==> src/rtl/drv_fault_supervisor.sv <==
module drv_fault_supervisor #(
  parameter int NCH        = 4,
  parameter int VALID_CYC  = 64,
  parameter int INRUSH_CYC = 1000,
  parameter int RETRY_CYC  = 500
) (
  input  logic           clk,
  input  logic           rst_n,
  input  logic           uv,
  input  logic [NCH-1:0] ch_ot_set,
  input  logic [NCH-1:0] ch_ot_clr,
  input  logic           die_ot_set,
  input  logic           die_ot_clr,
  input  logic           cod_en,
  input  logic [NCH-1:0] cod_exp,
  input  logic           spi_err,
  input  logic           spi_frame_ok,
  output logic [NCH-1:0] fault_bits,
  output logic           fault_n,
  output logic [NCH-1:0] ch_dis,
  output logic           sdo_low_req
);

  localparam int VW = $clog2(VALID_CYC + 1);
  localparam int IW = $clog2(INRUSH_CYC + 1);
  localparam int RW = $clog2(RETRY_CYC + 1);
  localparam logic [VW-1:0] VALID_END  = VW'(VALID_CYC);
  localparam logic [IW-1:0] INRUSH_END = IW'(INRUSH_CYC);
  localparam logic [RW-1:0] RETRY_LD   = RW'(RETRY_CYC);

  logic [VW-1:0]  mask_cnt;
  logic [IW-1:0]  inr_cnt;
  logic [NCH-1:0] ch_ot, cod_flt;
  logic           die_ot, sdo_q;
  logic [RW-1:0]  rcnt [NCH];

  wire masking   = mask_cnt != VALID_END;
  wire inr_done  = inr_cnt == INRUSH_END;
  wire ot_held   = (|ch_ot) | die_ot;
  wire [NCH-1:0] raw_bits = ({NCH{inr_done}} & ch_ot) | {NCH{die_ot}} | cod_flt;

  assign fault_bits  = uv ? '0 : raw_bits;
  assign fault_n     = uv | ~(masking | (|raw_bits));
  assign ch_dis      = uv ? '1 : raw_bits;
  assign sdo_low_req = sdo_q & ~uv;

  always_ff @(posedge clk or negedge rst_n) begin
    if (!rst_n) begin
      mask_cnt <= '0;
      inr_cnt  <= '0;
      ch_ot    <= '0;
      die_ot   <= 1'b0;
      sdo_q    <= 1'b0;
    end else if (uv) begin
      mask_cnt <= '0;
      inr_cnt  <= '0;
      ch_ot    <= '0;
      die_ot   <= 1'b0;
      sdo_q    <= 1'b0;
    end else begin
      if (masking) mask_cnt <= mask_cnt + VW'(1);
      if (!inr_done && !ot_held) inr_cnt <= inr_cnt + IW'(1);
      ch_ot  <= ch_ot_set | (ch_ot & ~ch_ot_clr);
      die_ot <= die_ot_set | (die_ot & ~die_ot_clr);
      sdo_q  <= spi_err | (sdo_q & ~spi_frame_ok);
    end
  end

  for (genvar i = 0; i < NCH; i++) begin : g_retry
    always_ff @(posedge clk or negedge rst_n) begin
      if (!rst_n) begin
        cod_flt[i] <= 1'b0;
        rcnt[i]    <= '0;
      end else if (uv) begin
        cod_flt[i] <= 1'b0;
        rcnt[i]    <= '0;
      end else if (cod_en && cod_exp[i]) begin
        cod_flt[i] <= 1'b1;
        rcnt[i]    <= RETRY_LD;
      end else if (cod_flt[i]) begin
        if (rcnt[i] == RW'(1)) cod_flt[i] <= 1'b0;
        rcnt[i] <= rcnt[i] - RW'(1);
      end
    end
  end

  assert_mask_after_uv_R1: assert property (@(posedge clk) disable iff (!rst_n)
    $fell(uv) |-> !fault_n);

  assert_inrush_frozen_R2: assert property (@(posedge clk) disable iff (!rst_n)
    (!uv && ot_held) |=> (inr_cnt == $past(inr_cnt)) || uv);

  assert_die_all_R5: assert property (@(posedge clk) disable iff (!rst_n)
    (die_ot_set && !uv) |=> (&fault_bits) || uv);

  assert_cod_sets_R7: assert property (@(posedge clk) disable iff (!rst_n)
    (cod_en && (|cod_exp) && !uv) |=> ((fault_bits & $past(cod_exp)) == $past(cod_exp)) || uv);

  assert_spi_err_R8: assert property (@(posedge clk) disable iff (!rst_n)
    (spi_err && !uv) |=> sdo_low_req || uv);

  assert_spi_ok_R8: assert property (@(posedge clk) disable iff (!rst_n)
    (spi_frame_ok && !spi_err) |=> !sdo_low_req);

endmodule

==> config.mk <==
export PLATFORM = sky130hd
export DESIGN_NAME = drv_fault_supervisor
export DESIGN_NICKNAME = d
export VERILOG_FILES = /design/src/rtl/drv_fault_supervisor.sv
export SDC_FILE = /design/constraint.sdc
export NUM_CORES = 1
export LEC_CHECK = 0
export ABC_AREA = 1
export BUFFER_PORTS_ARGS = -buffer_cell sky130_fd_sc_hd__buf_2
export CAP_MARGIN = 0
export CORE_ASPECT_RATIO = 1.2
export CORE_MARGIN = 2
export CORE_UTILIZATION = 44
export CTS_CLUSTER_DIAMETER = 60
export DETAILED_ROUTE_END_ITERATION = 7
export PLACE_DENSITY_LB_ADDON = 0.08
export SYNTH_ARGS = -nofsm -noshare
export SYNTH_HDL_FRONTEND = slang
export SYNTH_SLANG_ARGS = --single-unit
==> constraint.sdc <==
create_clock -name clk -period 4.3 [get_ports clk]
set_clock_uncertainty 0.2 [all_clocks]
set_input_delay 0.215 -clock clk [delete_from_list [all_inputs] [get_ports clk]]
set_output_delay 0.215 -clock clk [all_outputs]
set_load 0.02 [all_outputs]
==> out/summary.txt <==
Synth Net Count: 517
number of vias in the routed layout: 3351
Max-Cap Viols: 0
total track usage: 20.23%
die area: 0.009259 mm^2
critical path class: reg -> out
clock latency at the later pin of the worst-skew pair: 0.35 ns
largest net degree at the start of global routing: 38
PD cells: 373.9 mW/mm^2
layout net count: 564
gr ovfl total: 0
startpoint types: register
IO buf count: 29
Post-DP HPWL: 6007 um
CTS tree: yes
number of synthesized flops with an enable pin: 0
crit path cell chain: inv_1, ha_1, nand2_1, nor2_4, nand3_4, o21bai_1, inv_1, nand3_1, nand2_1, buf_2
Post-synth ARST share: 100.0%
H-Tree Level Count: 3
final WL: 8550 um
core area: 0.008198 mm^2
worst slew pin tran: 0.7573 ns
Hold Path Class: in -> reg
CP max FO: 5
Avg Inst Size Synth: 7.714 um^2
Seq/Total Area, Yosys: 42.14%
final count of pins violating max slew: 0
Final Util: 52.47%
I/O pin total: 30
period utilization: 55.57%
Final Hold Viols: 0
initial antenna violation count: 0
Tmin final: 2.389 ns
clock transition at the registers of the reported paths: 0.07 ns
vias in the first global route: 3347
First-pass DRT Iterations: 4
Die Width: 88.18 um
outcome: finished clean
DRC: 0
yosys warns: 0
RSZ-0062 raised after global routing: no
Synth Cell Area: 0.003741 mm^2
#FFs+latches synth: 63
iteration-0 DRC count of the detailed router: 212
Area Overhead vs Synth: 14.98%
CTS Buf Count: 9
Slowest-stage cell, CP: dfrtp_1
Final Wtd Congestion: 0.8585
Post-CTS Setup Inserts: 0
Synth Instances: 485
Worst path max stage delay: 0.42 ns
WP data arrival: 1.97 ns
# rows: 36
CP delay by family, top: simple AND/OR/NAND/NOR gates
Critical Path Sink Type: output pin
Unique masters post-synth: 37
Starting Density: 45.63%
DR WL/cell: 13.13 um
crit path buf inv count: 3
Synth top area share: 42.14%
Final Hold Slack: 0.02531 ns
Final ANT Viol Nets: 0
Layout Cells excl Fill: 651
Synth area leader: dfrtp_1
top cells by count, synth: nand2_1 (91), dfrtp_1 (63), nor2_1 (54)
Max Buffers Root-to-Sink: 2
fillcell total: 800
Worst VDD drop: 0.2160 mV
die height: 105.0 um
top-count cell post-synth: nand2_1
synth top area cells: dfrtp_1 (42%), nand2_1 (9.1%), nand3_1 (6.0%)
final setup TNS: 0 ns
Critical Path RT: 3.88 ns
Cells after DPL: 622
ANT cells: 0
CTS sink count: 63
ys flop type: dfrtp_1
global-route wire length before repair: 14920 um
Slew headroom: 49.51%
# setup viols final: 0
routed vias/inst: 5.147
FMAX: 418.5 MHz
fraction of layout cells with a size suffix above 1: 17.50%
static leakage: 0.002102 uW
clock root buffer: clkbuf_8
==> cells in the final DEF (no fill, tap or decap), types with 14 or more instances in the layout <==
cell     synthesis  layout
a21oi_1         14      14
buf_2            5      29
dfrtp_1         63      63
inv_1           53      53
inv_2           15      15
nand2_1         91      91
nand3_1         45      45
nand4_1         14      14
nor2_1          54      54
o21ai_0         18      18
o21ai_1         29      29
==> metal layers <==
| layer | routed length (um) | part of all wire [%] | GRT usage, % | vias to the layer above |
|---|---|---|---|---|
| li1 | - | - | - | 1694 |
| met1 | 4075 | 48 | 26.72 | 1587 |
| met2 | 4082 | 48 | 32.22 | 59 |
| met3 | 269 | 3.1 | 3.633 | 11 |
| met4 | 124 | 1.5 | 8.442 | 0 |
| met5 | 0 | 0 | 0 | - |
==> timing repair <==
action	4_1_cts	5_1_grt
endpoints found under the setup margin	0	0
hold buffers	13	0
gates resized for setup	0	0
endpoints found under the hold margin	37	0
==> path summary, 6_finish.rpt <==
path                            cells past startpoint  slack [ns]                    from                      to
worst max-delay path                               10        1.91  inr_cnt[0]$_DFFE_PN0P_                 fault_n
worst min register to register                      2        0.28    rcnt[19]$_DFFE_PN0P_    rcnt[19]$_DFFE_PN0P_
max in group asynchronous                           3        2.74                   rst_n  inr_cnt[4]$_DFFE_PN0P_
worst max register to register                      9        2.42  inr_cnt[0]$_DFFE_PN0P_  inr_cnt[0]$_DFFE_PN0P_
worst min-delay path                                3        0.03              cod_exp[0]    cod_flt[0]$_DFF_PN0_
min in group asynchronous                           2        0.27                   rst_n    rcnt[33]$_DFFE_PN0P_
==> flip-flops by register name, summed over array words and instances, names as in the netlist <==
| name | cells |
|---|---|
| cod_flt | 4 |
| rcnt | 36 |
| inr_cnt | 10 |
| sdo_q | 1 |
| mask_cnt | 7 |
| ch_ot | 4 |
| die_ot | 1 |
==> cell type report <==
| class | count | area (um^2) | area share (%) |
|---|---|---|---|
| repair buffers | 44 | 290.3 | 6.748 |
| flip-flops and latches | 63 | 1577 | 36.65 |
| inverters | 68 | 255.2 | 5.934 |
| clock inverters | 4 | 20.02 | 0.4654 |
| clock buffers | 12 | 155.1 | 3.607 |
| well taps | 114 | 142.6 | 3.316 |
| multi-input cells | 346 | 1862 | 43.28 |
==> stage by stage <==
step | setup WS [ns] | area (um^2) | total power [uW]
finish | 1.911 | 4302 | 1608
global placement | 2.356 | 3996 | 1130
global route | 1.760 | 4302 | 1730
floorplan | 2.459 | 3741 | 1031
CTS | 1.905 | 4302 | 1623
detailed placement | 2.298 | 3996 | 1139
==> cell families after synthesis <==
group	Yosys count	synth area share [%]
compound gates	77	11.51
flops	63	42.14
buf+inv	76	8.093
simple gates	249	32.38
xor+xnor	8	1.873
fa+ha+maj	12	4.013
==> where the power goes <==
part | switching (uW) | total, uW | leakage [uW] | internal, uW
combinational | 270 | 419 | 0.00117 | 148
clock | 232 | 469 | 0.0000959 | 237
sequential | 58.2 | 721 | 0.000833 | 662
total | 561 | 1610 | 0.00210 | 1050
==> worst register-to-register path: stages, from the launching register on <==
cell and delay (ns):
dfrtp_1 0.42, inv_1 0.13, ha_1 0.16, nand2_1 0.08
nor2_4 0.16, nand3_4 0.11, nand2_4 0.15, nand2_4 0.15
nand3_1 0.14, o21ai_2 0.07
Power figures use the tool's default switching activity.
